==> src/rtl/aes_cf_pkg.sv <==
package aes_cf_pkg;
  localparam int BYTE_W = 8;
  localparam int NIB_W  = BYTE_W / 2;
  localparam int PAIR_W = NIB_W / 2;
  localparam int MAT_W  = BYTE_W * BYTE_W;

  localparam logic [PAIR_W-1:0] PHI    = 2'b10;
  localparam logic [NIB_W-1:0]  LAMBDA = 4'b1100;
  localparam logic [BYTE_W-1:0] AFF_C  = 8'h63;
  localparam logic [BYTE_W-1:0] IAFF_C = 8'h05;

  // GF(2^2), modulus x^2 + x + 1
  function automatic logic [1:0] gf4_mul(input logic [1:0] a, input logic [1:0] b);
    logic t;
    t = a[1] & b[1];
    return {t ^ (a[1] & b[0]) ^ (a[0] & b[1]), t ^ (a[0] & b[0])};
  endfunction

  // in GF(2^2) the inverse of a nonzero element is its square
  function automatic logic [1:0] gf4_inv(input logic [1:0] a);
    return {a[1], a[1] ^ a[0]};
  endfunction

  // GF(2^4) over GF(2^2), modulus y^2 + y + PHI
  function automatic logic [3:0] gf16_mul(input logic [3:0] a, input logic [3:0] b);
    logic [1:0] hh;
    hh = gf4_mul(a[3:2], b[3:2]);
    return {hh ^ gf4_mul(a[3:2], b[1:0]) ^ gf4_mul(a[1:0], b[3:2]),
            gf4_mul(hh, PHI) ^ gf4_mul(a[1:0], b[1:0])};
  endfunction

  function automatic logic [3:0] gf16_inv(input logic [3:0] a);
    logic [1:0] nrm, ninv;
    nrm  = gf4_mul(PHI, gf4_mul(a[3:2], a[3:2])) ^ gf4_mul(a[3:2], a[1:0])
         ^ gf4_mul(a[1:0], a[1:0]);
    ninv = gf4_inv(nrm);
    return {gf4_mul(a[3:2], ninv), gf4_mul(a[3:2] ^ a[1:0], ninv)};
  endfunction

  // GF(2^8) over GF(2^4), modulus z^2 + z + LAMBDA
  function automatic logic [7:0] gf256c_mul(input logic [7:0] a, input logic [7:0] b);
    logic [3:0] hh;
    hh = gf16_mul(a[7:4], b[7:4]);
    return {hh ^ gf16_mul(a[7:4], b[3:0]) ^ gf16_mul(a[3:0], b[7:4]),
            gf16_mul(hh, LAMBDA) ^ gf16_mul(a[3:0], b[3:0])};
  endfunction

  function automatic logic [3:0] cf_norm(input logic [7:0] a);
    return gf16_mul(LAMBDA, gf16_mul(a[7:4], a[7:4])) ^ gf16_mul(a[7:4], a[3:0])
         ^ gf16_mul(a[3:0], a[3:0]);
  endfunction

  // column i of the matrix sits at bits [8i +: 8]
  function automatic logic [7:0] cf_apply(input logic [MAT_W-1:0] m, input logic [7:0] v);
    logic [7:0] r;
    r = '0;
    for (int i = 0; i < BYTE_W; i++)
      if (v[i]) r = r ^ m[BYTE_W*i +: BYTE_W];
    return r;
  endfunction

  // first tower element that is a root of x^8 + x^4 + x^3 + x + 1
  function automatic logic [7:0] cf_root();
    logic [7:0] r, r2, r3, r4, r8, root;
    logic found;
    root  = 8'h01;
    found = 1'b0;
    for (int c = 2; c < 256; c++) begin
      r  = 8'(c);
      r2 = gf256c_mul(r, r);
      r3 = gf256c_mul(r2, r);
      r4 = gf256c_mul(r2, r2);
      r8 = gf256c_mul(r4, r4);
      if (!found && ((r8 ^ r4 ^ r3 ^ r ^ 8'h01) == 8'h00)) begin
        root  = r;
        found = 1'b1;
      end
    end
    return root;
  endfunction

  function automatic logic [MAT_W-1:0] cf_to_tower();
    logic [MAT_W-1:0] m;
    logic [7:0] p, root;
    root = cf_root();
    p    = 8'h01;
    m    = '0;
    for (int i = 0; i < BYTE_W; i++) begin
      m[BYTE_W*i +: BYTE_W] = p;
      p = gf256c_mul(p, root);
    end
    return m;
  endfunction

  function automatic logic [MAT_W-1:0] cf_from_tower();
    logic [MAT_W-1:0] fwd, m;
    logic [7:0] unit;
    fwd = cf_to_tower();
    m   = '0;
    for (int j = 0; j < BYTE_W; j++) begin
      unit = 8'h01 << j;
      for (int c = 0; c < 256; c++)
        if (cf_apply(fwd, 8'(c)) == unit) m[BYTE_W*j +: BYTE_W] = 8'(c);
    end
    return m;
  endfunction

  function automatic logic [7:0] aff_fwd(input logic [7:0] a);
    logic [7:0] r;
    for (int i = 0; i < BYTE_W; i++)
      r[i] = a[i] ^ a[(i+4)%8] ^ a[(i+5)%8] ^ a[(i+6)%8] ^ a[(i+7)%8] ^ AFF_C[i];
    return r;
  endfunction

  function automatic logic [7:0] aff_inv(input logic [7:0] a);
    logic [7:0] r;
    for (int i = 0; i < BYTE_W; i++)
      r[i] = a[(i+2)%8] ^ a[(i+5)%8] ^ a[(i+7)%8] ^ IAFF_C[i];
    return r;
  endfunction
endpackage

==> src/rtl/cf_map_stage.sv <==
module cf_map_stage
  import aes_cf_pkg::*;
(
  input  logic              clk,
  input  logic              rst_n,
  input  logic              vld_i,
  input  logic              inv_i,
  input  logic [BYTE_W-1:0] byte_i,
  output logic              vld_o,
  output logic              inv_o,
  output logic [BYTE_W-1:0] elem_o,
  output logic [NIB_W-1:0]  norm_o
);
  localparam logic [MAT_W-1:0] TO_CF = cf_to_tower();

  logic [BYTE_W-1:0] pre_aff;
  logic [BYTE_W-1:0] tower_elem;
  logic [NIB_W-1:0]  elem_norm;

  always_comb begin
    pre_aff    = inv_i ? aff_inv(byte_i) : byte_i;
    tower_elem = cf_apply(TO_CF, pre_aff);
    elem_norm  = cf_norm(tower_elem);
  end

  always_ff @(posedge clk or negedge rst_n) begin
    if (!rst_n) begin
      vld_o  <= 1'b0;
      inv_o  <= 1'b0;
      elem_o <= '0;
      norm_o <= '0;
    end else begin
      vld_o  <= vld_i;
      inv_o  <= inv_i;
      elem_o <= tower_elem;
      norm_o <= elem_norm;
    end
  end

  AST_MAP_KEEPS_ZERO: assert property (@(posedge clk) disable iff (!rst_n)
    (pre_aff == 8'h00) == (tower_elem == 8'h00));
  AST_NORM_NONZERO: assert property (@(posedge clk) disable iff (!rst_n)
    (tower_elem != 8'h00) |-> (elem_norm != 4'h0));
endmodule

==> src/rtl/cf_inv16_stage.sv <==
module cf_inv16_stage
  import aes_cf_pkg::*;
(
  input  logic              clk,
  input  logic              rst_n,
  input  logic              vld_i,
  input  logic              inv_i,
  input  logic [BYTE_W-1:0] elem_i,
  input  logic [NIB_W-1:0]  norm_i,
  output logic              vld_o,
  output logic              inv_o,
  output logic [BYTE_W-1:0] elem_o,
  output logic [NIB_W-1:0]  ninv_o
);
  logic [NIB_W-1:0] norm_inv;

  always_comb norm_inv = gf16_inv(norm_i);

  always_ff @(posedge clk or negedge rst_n) begin
    if (!rst_n) begin
      vld_o  <= 1'b0;
      inv_o  <= 1'b0;
      elem_o <= '0;
      ninv_o <= '0;
    end else begin
      vld_o  <= vld_i;
      inv_o  <= inv_i;
      elem_o <= elem_i;
      ninv_o <= norm_inv;
    end
  end

  AST_NORM_INVERTS: assert property (@(posedge clk) disable iff (!rst_n)
    (norm_i != 4'h0) |=> (gf16_mul(ninv_o, $past(norm_i)) == 4'h1));
  AST_ZERO_NORM_INV: assert property (@(posedge clk) disable iff (!rst_n)
    (norm_i == 4'h0) |=> (ninv_o == 4'h0));
endmodule

==> src/rtl/cf_out_stage.sv <==
module cf_out_stage
  import aes_cf_pkg::*;
(
  input  logic              clk,
  input  logic              rst_n,
  input  logic              vld_i,
  input  logic              inv_i,
  input  logic [BYTE_W-1:0] elem_i,
  input  logic [NIB_W-1:0]  ninv_i,
  output logic              vld_o,
  output logic [BYTE_W-1:0] byte_o
);
  localparam logic [MAT_W-1:0] FROM_CF = cf_from_tower();

  logic [BYTE_W-1:0] tower_inv;
  logic [BYTE_W-1:0] mapped_back;
  logic [BYTE_W-1:0] result;

  always_comb begin
    tower_inv   = {gf16_mul(elem_i[7:4], ninv_i), gf16_mul(elem_i[7:4] ^ elem_i[3:0], ninv_i)};
    mapped_back = cf_apply(FROM_CF, tower_inv);
    result      = inv_i ? mapped_back : aff_fwd(mapped_back);
  end

  always_ff @(posedge clk or negedge rst_n) begin
    if (!rst_n) begin
      vld_o  <= 1'b0;
      byte_o <= '0;
    end else begin
      vld_o  <= vld_i;
      byte_o <= result;
    end
  end

  AST_FULL_INVERSE: assert property (@(posedge clk) disable iff (!rst_n)
    (elem_i != 8'h00) |-> (gf256c_mul(elem_i, tower_inv) == 8'h01));
  AST_ZERO_ELEM_INV: assert property (@(posedge clk) disable iff (!rst_n)
    (elem_i == 8'h00) |-> (tower_inv == 8'h00));
endmodule

==> src/rtl/cf_sbox_pipe.sv <==
module cf_sbox_pipe
  import aes_cf_pkg::*;
(
  input  logic              clk,
  input  logic              rst_n,
  input  logic              in_valid,
  input  logic              in_inverse,
  input  logic [BYTE_W-1:0] in_byte,
  output logic              out_valid,
  output logic [BYTE_W-1:0] out_byte
);
  logic              vld_s1, inv_s1, vld_s2, inv_s2;
  logic [BYTE_W-1:0] elem_s1, elem_s2;
  logic [NIB_W-1:0]  norm_s1, ninv_s2;

  cf_map_stage u_map (
    .clk(clk), .rst_n(rst_n), .vld_i(in_valid), .inv_i(in_inverse), .byte_i(in_byte),
    .vld_o(vld_s1), .inv_o(inv_s1), .elem_o(elem_s1), .norm_o(norm_s1)
  );

  cf_inv16_stage u_inv (
    .clk(clk), .rst_n(rst_n), .vld_i(vld_s1), .inv_i(inv_s1), .elem_i(elem_s1),
    .norm_i(norm_s1), .vld_o(vld_s2), .inv_o(inv_s2), .elem_o(elem_s2), .ninv_o(ninv_s2)
  );

  cf_out_stage u_out (
    .clk(clk), .rst_n(rst_n), .vld_i(vld_s2), .inv_i(inv_s2), .elem_i(elem_s2),
    .ninv_i(ninv_s2), .vld_o(out_valid), .byte_o(out_byte)
  );

  AST_VALID_ARRIVES: assert property (@(posedge clk) disable iff (!rst_n)
    vld_s2 |=> out_valid);
  AST_BUBBLE_ARRIVES: assert property (@(posedge clk) disable iff (!rst_n)
    !vld_s2 |=> !out_valid);
  AST_ENTRY_ADVANCES: assert property (@(posedge clk) disable iff (!rst_n)
    in_valid |=> vld_s1);
endmodule

==> config.mk <==
export PLATFORM = sky130hd
export DESIGN_NAME = cf_sbox_pipe
export DESIGN_NICKNAME = d
export VERILOG_FILES = /design/src/rtl/aes_cf_pkg.sv /design/src/rtl/cf_map_stage.sv /design/src/rtl/cf_inv16_stage.sv /design/src/rtl/cf_out_stage.sv /design/src/rtl/cf_sbox_pipe.sv
export SDC_FILE = /design/constraint.sdc
export NUM_CORES = 1
export LEC_CHECK = 0
export BUFFER_PORTS_ARGS = -buffer_cell sky130_fd_sc_hd__clkbuf_2
export CAP_MARGIN = 20
export CORE_MARGIN = 2
export CORE_UTILIZATION = 40
export DETAILED_ROUTE_END_ITERATION = 10
export MAX_ROUTING_LAYER = met4
export PLACE_DENSITY = 0.65
export REMOVE_ABC_BUFFERS = 1
export SLEW_MARGIN = 40
export SYNTH_ARGS = -nofsm -noshare
export SYNTH_HDL_FRONTEND = slang
export SYNTH_SLANG_ARGS = --single-unit
export TNS_END_PERCENT = 50
==> constraint.sdc <==
create_clock -name clk -period 3.1 [get_ports clk]
set_input_delay 0 -clock clk [delete_from_list [all_inputs] [get_ports clk]]
set_output_delay 0 -clock clk [all_outputs]
set_load 0.01 [all_outputs]
==> metrics.md, run 1 <==
| Metric | Value |
|---|---|
| Status | `completed` |
| Routability cong. | `between 0.8 and 0.9` |
| Std cell rows | `31` |
| CP Class | `flop to flop` |
| Register area share after synthesis | `0.304` |
| Final hold violations | `0` |
| Crit path cell chain | `nor2b_1, xnor2_1, a21oi_1, xnor2_1, xnor3_1, xnor2_1, o21ai_0, xnor2_1` |
| Max Freq | `between 300 and 400 MHz` |
| Dominant cell type by area after synthesis | `dfrtp_1` |
| Setup tns final | `0 ns` |
| Post-Route WL | `5180 um` |
| Slew margin rel. | `0.572` |
| Clk_skew | `slightly below 0.008 ns` |
| Worst Hold Class | `primary input to flop` |
| Worst skew pair latency | `just under 0.3 ns` |
| I/O Pins | `21` |
| RSZ-0062 raised after global routing | `false` |
| Die area | `8320 um2` |
| Detail Route Antenna Nets | `0` |
| Netlist cell types | `between 40 and 50` |
| Period minus WS final | `2.69 ns` |
| Average wire per cell in the routed design | `around 12 um` |
| Antenna violations before repair | `0` |
| Final period util | `0.868` |
| Critical Path AT | `around 2.9 ns` |
| Die W | `between 90 and 100 um` |
| # clock sinks | `37` |
| Avg Inst Size Synth | `between 9 and 10 um2` |
| Synth Warn # | `0` |
| CTS Buf Count | `5` |
| Cells after Synth | `305` |
| CP Data Required Time | `3.28 ns` |
| Clock tree root buffer cell | `clkbuf_8` |
| Post-DP HPWL | `around 4000 um` |
| Pin count of the biggest net entering global routing | `38` |
| Worst-path fanout max | `10` |
| Area contributors post-synth | `dfrtp_1, xnor2_1, xor2_1` |
| Slew Limit Fails | `0` |
| Vias in the first global route | `slightly above 2000` |
| Gr usage total | `0.141` |
| Most frequent cells in the layout | `xnor2_1, dfrtp_1, nand2_1, xor2_1, clkbuf_2` |
| Area Overhead vs Synth | `9.91%` |
| CTS tree | `yes` |
| Initial DRC count | `62` |
| Final nets | `340` |
| First-pass GRT wire length | `9270 um` |
| FF-to-FF setup slack | `slightly above 0.4 ns` |
| # port buffers | `20` |
| Top_reg_cell synth | `dfrtp_1` |
| Die height | `91.2 um` |
| CTS H-Tree Depth | `2` |
| Number of enable flip-flop cells after synthesis | `0` |
| Async SR Flop Fraction | `1.00` |
| Vias | `about 2000` |
| Overflow after GRT | `0` |
| CP dominant cell by count | `xnor2_1` |
| CP max-delay cell | `xnor3_1` |
| Most common cell after layout, fill and taps aside | `xnor2_1` |
| Fraction of layout instances using a drive strength above 1 | `0.138` |
| Total core area | `7290 um2` |
| Crit-path max cell delay | `~0.55 ns` |
| Drt drc | `0` |
| Crit end category | `flop` |
| Clk buf depth | `2` |
| Synthesized area | `~3000 um2` |
| Least-Margin Pin Slew | `between 0.6 and 0.7 ns` |
| Worst-path clk slew | `0.08 ns` |
| Post-CTS setup buffer count | `0` |
| Nature of the critical path startpoint | `flop` |
| FF+latch count, synth | `37` |
| Filler Cell Count | `721` |
| Initial core utilization | `0.417` |
| Setup violators final | `0` |
| ANT cells | `0` |
| DR pass1 iterations | `4` |
| Via/cell ratio | `about 4.8` |
| Post-synth top area share | `0.304` |
| Max_cap viols | `0` |
## state kept, by name (all words and copies together), names as in the netlist
name / flops
u_inv.ninv_o: 4
u_map.elem_o: 8
u_inv.elem_o: 8
u_map.vld_o: 1
u_inv.vld_o: 1
u_out.byte_o: 8
u_out.vld_o: 1
u_map.norm_o: 4
u_map.inv_o: 1
u_inv.inv_o: 1
## routing by layer
layer,GRT usage,part of all wire
met1,0.160,0.44
met2,0.252,0.52
met3,0.0282,0.022
met4,0.0391,0.015
met5,-,0
## cells in the mapped netlist (2+ instances only)
cell / count
a22o_1: 3
a31oi_1: 3
a21oi_1: 12
xnor3_1: 6
buf_2: 10
nor2_1: 16
nand3b_1: 2
xor2_1: 26
mux2i_1: 11
or3_1: 4
nand2_1: 34
nor3b_1: 2
a21oi_2: 2
clkbuf_1: 5
nor2b_1: 6
nand2b_1: 5
xnor2_2: 2
mux2_2: 3
o21ai_0: 15
xnor2_1: 62
xor3_1: 8
o21ai_1: 4
ha_1: 4
dfrtp_1: 37
inv_1: 6
nand3_1: 2
## cell type report
| type | instances | area (um2) | share of cell area |
|---|---|---|---|
| sequential | 37 | 926 | 0.277 |
| clock buffer | 5 | 68.8 | 0.0206 |
| timing repair buffer | 28 | 168 | 0.0501 |
| clock inverter | 3 | 21.3 | 0.00636 |
| tap | 99 | 124 | 0.0371 |
| multi-input combinational | 246 | 2010 | 0.602 |
| inverter | 6 | 22.5 | 0.00674 |
## cell families after synthesis
| kind of cell | share of synthesized area |
|---|---|
| compound gates | 0.0905 |
| xor+xnor | 0.385 |
| fa+ha+maj | 0.0197 |
| buf+inv | 0.0337 |
| flops | 0.304 |
| mux | 0.0547 |
| simple gates | 0.111 |
## stage by stage
step | std cells | hold slack, ns | setup WS (ns) | utilization | area (um2)
CTS | 424 | 0.113 | 0.389 | 0.458 | 3340
global route | 424 | 0.139 | 0.197 | 0.458 | 3340
floorplan | 289 | -0.296 | 0.660 | - | 2960
finish | 424 | 0.128 | 0.409 | 0.458 | 3340
global placement | 414 | 0.122 | 0.454 | 0.443 | 3230
detailed placement | 414 | 0.0217 | 0.385 | 0.443 | 3230
## critical path: cells and delay by family (launching register included)
family                    cells  cell delay, ns
AOI/OAI and AO/OA             2            0.29
xor gates and xnor gates      5            1.54
DFF                           1            0.52
and+or+nand+nor               1            0.22
## path summary, 6_finish.rpt
| check | depth (start not counted) | to | startpoint |
|---|---|---|---|
| setup / recovery | 8 | u_out.byte_o[5] | u_inv.elem_o[7] |
| hold / removal | 1 | u_map.inv_o | in_inverse |
| setup reg to reg | 8 | u_out.byte_o[5] | u_inv.elem_o[7] |
| hold reg to reg | 0 | u_inv.elem_o[6] | u_map.elem_o[6] |
| max in group asynchronous | 2 | u_map.elem_o[0] | rst_n |
| min in group asynchronous | 2 | u_out.vld_o | rst_n |
## repair_timing
action	in CTS	in global routing
gates resized for setup	0	0
endpoints found under the hold margin	38	0
hold buffers	2	0
endpoints found under the setup margin	0	0
Power of run 1 is left out: the tool's default activity adds up to more than one toggle a clock period on the data nets, which glitch-free logic cannot reach.
==> run 2, diff against run 1 <==
--- a/config.mk
+++ b/config.mk
@@ -7,11 +7,11 @@
 export LEC_CHECK = 0
 export BUFFER_PORTS_ARGS = -buffer_cell sky130_fd_sc_hd__clkbuf_2
 export CAP_MARGIN = 20
-export CORE_MARGIN = 2
+export CORE_MARGIN = 1.5
 export CORE_UTILIZATION = 40
 export DETAILED_ROUTE_END_ITERATION = 10
 export MAX_ROUTING_LAYER = met4
-export PLACE_DENSITY = 0.65
+export PLACE_DENSITY = 0.67
 export REMOVE_ABC_BUFFERS = 1
 export SLEW_MARGIN = 40
 export SYNTH_ARGS = -nofsm -noshare
==> constraint.sdc (replaced) <==
create_clock -name clk -period 2.2 [get_ports clk]
set_input_delay 0 -clock clk [delete_from_list [all_inputs] [get_ports clk]]
set_output_delay 0 -clock clk [all_outputs]
set_load 0.01 [all_outputs]
==> run 2 against run 1 <==
  * Sequential cell count is the same
  * Setup slack lost 0.64 ns
  * Cell count grew 16%
  * Critical endpoint is now u_out.byte_o[0]
  * Worst hold slack lost 0.059 ns
  * The flow now finishes with violations (setup timing)
  * Design area grew 24%
  * Die area shrank 2.2%
  * Register-to-register slack lost 0.64 ns
  * Sequential share of layout area shrank 5.2 points
==> metrics.md, run 2 (same netlist as run 1, synthesis figures left out) <==
| Metric | Value |
|---|---|
| Status | `finished with violations` |
| Violated checks | `setup timing` |
| Routability cong. | `roughly 0.87` |
| First-pass GRT wire length | `just over 10000 um` |
| Post-DP HPWL | `~4400 um` |
| Overflow after GRT | `0` |
| Pin count of the biggest net entering global routing | `38` |
| Slew margin rel. | `0.677` |
| CTS Buf Count | `5` |
| Fraction of layout instances using a drive strength above 1 | `0.390` |
| Clock tree root buffer cell | `clkbuf_8` |
| Die height | `90.2 um` |
| Worst setup path end | `u_out.byte_o[0]` |
| Drt drc | `0` |
| Vias | `about 2400` |
| Crit path buf inv count | `2` |
| # port buffers | `20` |
| Slew Limit Fails | `0` |
| Final nets | `roughly 410` |
| Max Freq | `between 400 and 500 MHz` |
| Clk_skew | `between 0.008 and 0.009 ns` |
| Clk buf depth | `2` |
| Reg2reg end | `u_out.byte_o[0]` |
| Vias in the first global route | `roughly 2300` |
| Worst setup path startpoint | `u_inv.elem_o[7]` |
| Period minus WS final | `between 2 and 2.5 ns` |
| Die area | `roughly 8100 um2` |
| Worst path top cell family by delay | `XOR/XNOR gates` |
| I/O Pins | `21` |
| Crit path cell chain | `buf_4, buf_4, a21oi_1, a21oi_2, xnor2_2, xnor3_2, xor3_1, o21ai_2, xnor2_1` |
| Most frequent cells in the layout | `buf_4, xnor2_1, nand2_1, dfrtp_1, xor2_1` |
| CP max-delay cell | `xnor3_2` |
| Crit end category | `flop` |
| Die W | `between 90 and 100 um` |
| CP dominant cell by count | `buf_4` |
| Std cell rows | `31` |
| Detail Route Antenna Nets | `0` |
| CP Class | `flop to flop` |
| Nature of the critical path startpoint | `flop` |
| CP Data Required Time | `about 2.4 ns` |
| Crit-path max cell delay | `0.50 ns` |
| Area Overhead vs Synth | `36.3%` |
| # clock sinks | `37` |
| Biggest regs | `u_inv.elem_o x8, u_map.elem_o x8, u_out.byte_o x8` |
| Least-Margin Pin Slew | `about 0.48 ns` |
| CTS H-Tree Depth | `2` |
| Final hold violations | `0` |
| Worst-path clk slew | `roughly 0.07 ns` |
| Crit. path cell count | `9` |
| CTS tree | `yes` |
| Total core area | `7290 um2` |
| DR pass1 iterations | `4` |
| Average wire per cell in the routed design | `around 13 um` |
| Max_cap viols | `0` |
| Setup violators final | `8` |
| Gr usage total | `0.162` |
| Worst Setup Slack, final | `-0.227 ns` |
| FF-to-FF setup slack | `-0.23 ns` |
| RSZ-0062 raised after global routing | `true` |
| Worst-path fanout max | `5` |
| Final period util | `1.10` |
| Via/cell ratio | `slightly below 5` |
| R2R cell count | `9` |
| ANT cells | `0` |
| Initial DRC count | `between 70 and 80` |
| Antenna violations before repair | `0` |
| Initial core utilization | `0.417` |
| Worst r2r src | `u_inv.elem_o[7]` |
| Worst skew pair latency | `0.30 ns` |
| Post-Route WL | `roughly 6500 um` |
| Filler Cell Count | `632` |
| Most common cell after layout, fill and taps aside | `buf_4` |
| Setup tns final | `-1.18 ns` |
| Worst Hold Class | `primary input to flop` |
| Critical Path AT | `approximately 2.7 ns` |
[run 2: cell types whose count changed in the layout (fill, tap and decap cells not counted), sizes merged]
cell	change
inv	-1
bufinv	+1
buf	+67
[run 2: through the flow]
stage               instance area, um2  std cells   util  setup slack [ns]  hold WS [ns]
floorplan                         2960        289      -            -0.240        -0.296
global placement                  3580        461  0.491            -0.217         0.115
detailed placement                3590        461  0.492            -0.267        0.0222
CTS                               3990        486  0.547            -0.201        0.0715
global route                      4150        491  0.569            -0.342         0.103
finish                            4150        491  0.569            -0.227        0.0687
[run 2: final cells by class]
| class | instances | area, um2 | share of cell area |
|---|---|---|---|
| timing repair buffer | 95 | 697 | 0.168 |
| tap | 99 | 124 | 0.0299 |
| clock inverter | 3 | 46.3 | 0.0112 |
| sequential | 37 | 933 | 0.225 |
| clock buffer | 5 | 68.8 | 0.0166 |
| inverter | 6 | 22.5 | 0.00543 |
| multi-input combinational | 246 | 2250 | 0.544 |
[run 2: what timing repair did]
action / in CTS / in global routing
setup buffers: 15 / 5
pin swaps: 22 / 14
hold endpoints to repair: 38 / 0
endpoints found under the setup margin: 8 / 10
hold buffers: 2 / 0
resized for setup: 31 / 23
[run 2: worst min-delay path by stage]
stage | startpoint | endpoint | slack (ns) | cells past startpoint
2_1_floorplan | rst_n | u_inv.elem_o[0] | -0.30 | 0
3_3_place_gp | in_valid | u_map.vld_o | 0.12 | 1
3_5_place_dp | rst_n | u_out.byte_o[6] | 0.02 | 1
4_1_cts | in_inverse | u_map.inv_o | 0.07 | 1
5_1_grt | in_inverse | u_map.inv_o | 0.10 | 1
6_report | in_inverse | u_map.inv_o | 0.07 | 1
[run 2: per-layer routing]
| metal | up-vias | GRT usage | routed length, um |
|---|---|---|---|
| li1 | 1178 | - | - |
| met1 | 1189 | 0.164 | 2440 |
| met2 | 30 | 0.309 | 3860 |
| met3 | 10 | 0.0296 | 147 |
| met4 | 0 | 0.0569 | 97 |
| met5 | - | - | 0 |
Power of run 2 is left out for the same reason.
==> run 3, diff against run 2 <==
--- a/config.mk
+++ b/config.mk
@@ -11,7 +11,7 @@
 export CORE_UTILIZATION = 40
 export DETAILED_ROUTE_END_ITERATION = 10
 export MAX_ROUTING_LAYER = met4
-export PLACE_DENSITY = 0.67
+export PLACE_DENSITY = 0.65
 export REMOVE_ABC_BUFFERS = 1
 export SLEW_MARGIN = 40
 export SYNTH_ARGS = -nofsm -noshare
==> constraint.sdc (replaced) <==
create_clock -name clk -period 2.7 [get_ports clk]
set_input_delay 0 -clock clk [delete_from_list [all_inputs] [get_ports clk]]
set_output_delay 0 -clock clk [all_outputs]
set_load 0.01 [all_outputs]
==> run 3 against run 2 <==
  * Global-route usage fell by 1.8 points
  * Count of clock-buffer cells in the layout unchanged
  * The flow now finishes without violations
  * Worst hold slack improved by 0.065 ns
  * Critical endpoint unchanged
  * Sequential cell count unchanged
  * Cell count shrank 12%
  * Register-to-register slack gained 0.39 ns
  * Setup slack improved by 0.39 ns
  * Design area shrank 17%
  * Sequential share of layout area rose by 4.4 points
==> metrics.md, run 3 (same netlist as run 1, synthesis figures left out) <==
| Metric | Value |
|---|---|
| Status | `completed` |
| Drt drc | `0` |
| # port buffers | `20` |
| Post-DP HPWL | `4090 um` |
| Initial DRC count | `85` |
| Met1 usage | `0.160` |
| Final period util | `0.939` |
| Via/cell ratio | `4.79` |
| Nature of the critical path startpoint | `flop` |
| Gr usage total | `0.144` |
| Final Instance Count excl. Fillers | `~430` |
| Crit end category | `flop` |
| First-pass GRT wire length | `~9300 um` |
| FF-to-FF setup slack | `0.17 ns` |
| Slew margin rel. | `0.557` |
| Post-CTS setup buffer count | `0` |
| Period minus WS final | `2.53 ns` |
| Global-route track usage on met2 | `0.265` |
| Worst skew pair latency | `between 0.2 and 0.3 ns` |
| DR pass1 iterations | `4` |
| Vias | `approximately 2100` |
| ANT cells | `0` |
| CTS tree | `yes` |
| Clk_skew | `approximately 0.009 ns` |
| Worst-path clk slew | `0.08 ns` |
| Routability cong. | `0.830` |
| Final hold violations | `0` |
| Vias in the first global route | `between 2000 and 2500` |
| CP Data Required Time | `between 2 and 3 ns` |
| Biggest regs | `u_inv.elem_o x8, u_map.elem_o x8, u_out.byte_o x8` |
| Area Overhead vs Synth | `13.7%` |
| Placed insts | `424` |
| Most frequent cells in the layout | `xnor2_1, nand2_1, dfrtp_1, xor2_1, clkbuf_2` |
| I/O Pins | `21` |
| Busiest grt layer | `met2` |
| Detail Route Antenna Nets | `0` |
| # clock sinks | `37` |
| Initial core utilization | `0.417` |
| Least-Margin Pin Slew | `approximately 0.66 ns` |
| Die area | `approximately 8100 um2` |
| Critical Path AT | `around 2.7 ns` |
| Post-Route WL | `5230 um` |
| Antenna violations before repair | `0` |
| Pin count of the biggest net entering global routing | `38` |
| Worst Min Path Start | `in_inverse` |
| Fraction of layout instances using a drive strength above 1 | `0.191` |
| Worst hold path endpoint | `u_map.inv_o` |
| Hold Crit Depth | `1` |
| Max_cap viols | `0` |
| Clock tree root buffer cell | `clkbuf_8` |
| Worst-path fanout max | `7` |
| R2R cell count | `8` |
| CP Class | `flop to flop` |
| Overflow after GRT | `0` |
| CTS H-Tree Depth | `2` |
| Worst r2r src | `u_inv.elem_o[5]` |
| Die height | `~90 um` |
| Die W | `90.2 um` |
| Final nets | `350` |
| Average wire per cell in the routed design | `approximately 12 um` |
| Setup violators final | `0` |
| Std cell rows | `31` |
| M3 GR Usage | `0.0279` |
| Pre-CTS WS | `slightly below 0.05 ns` |
| Clk buf depth | `2` |
| Max Freq | `roughly 390 MHz` |
| Total core area | `roughly 7300 um2` |
| Worst Setup Slack, final | `between 0.15 and 0.2 ns` |
| Filler Cell Count | `around 700` |
| CTS Buf Count | `5` |
| Reg2reg end | `u_out.byte_o[0]` |
| Worst Hold Class | `primary input to flop` |
| Most common cell after layout, fill and taps aside | `xnor2_1` |
| Slew Limit Fails | `0` |
run 3: cell count changes in the layout (fill, tap and decap cells not counted), moves of 3 or more:
cell and change:
xor2_2 -3, o21ai_2 -3, dfrtp_2 -3, xor2_1 +3, xnor2_1 +10, nand2_1 +3
buf_6 -7, xnor2_2 -8, dfrtp_1 +3, buf_4 -50
run 3: worst max-delay path: stages (launching register included):
cell and delay, ns:
dfrtp_1 0.47, xor2_1 0.23, or3_1 0.36, o21ai_0 0.09
a22oi_1 0.17, xnor2_1 0.37, xor3_1 0.48, o21ai_1 0.16
xnor2_1 0.09
run 3: cell type report:
cell class | instances | area (um2) | area share
inverter | 6 | 22.5 | 0.00651
sequential | 37 | 930 | 0.269
clock buffer | 5 | 68.8 | 0.0199
multi-input combinational | 246 | 2050 | 0.594
timing repair buffer | 38 | 243 | 0.0702
tap | 99 | 124 | 0.0358
clock inverter | 3 | 17.5 | 0.00506
run 3: worst max path at each step:
| stage | from | slack (ns) | depth (start not counted) | to |
|---|---|---|---|---|
| floorplan | u_inv.ninv_o[2] | 0.26 | 8 | u_out.byte_o[0] |
| global placement | u_inv.ninv_o[1] | 0.14 | 8 | u_out.byte_o[0] |
| detailed placement | u_inv.ninv_o[1] | 0.05 | 8 | u_out.byte_o[2] |
| CTS | u_inv.ninv_o[1] | 0.04 | 8 | u_out.byte_o[2] |
| global route | u_inv.elem_o[5] | -0.004 | 8 | u_out.byte_o[0] |
| finish | u_inv.elem_o[5] | 0.17 | 8 | u_out.byte_o[0] |
run 3: what timing repair did:
item,in CTS,in global routing
resized for setup,0,9
endpoints found under the setup margin,0,4
hold buffers,2,0
endpoints found under the hold margin,38,0
run 3: stage by stage:
step	hold WS [ns]	TNS (ns)	util	cell area, um2
final	0.134	0	0.474	3460
after global routing	0.148	-0.00417	0.474	3460
after CTS	0.120	0	0.468	3410
after detailed placement	0.0171	0	0.454	3310
after global placement	0.121	0	0.453	3310
after floorplan	-0.296	0	-	2960
run 3: layer usage:
layer  part of all wire  wire, um  vias to the layer above
met4              0.011        55                        0
met3              0.024       128                        6
met5                  0         0                        -
met1               0.43      2250                      981
met2               0.54      2800                       25
li1                   -         -                     1068
Power of run 3 is left out for the same reason.
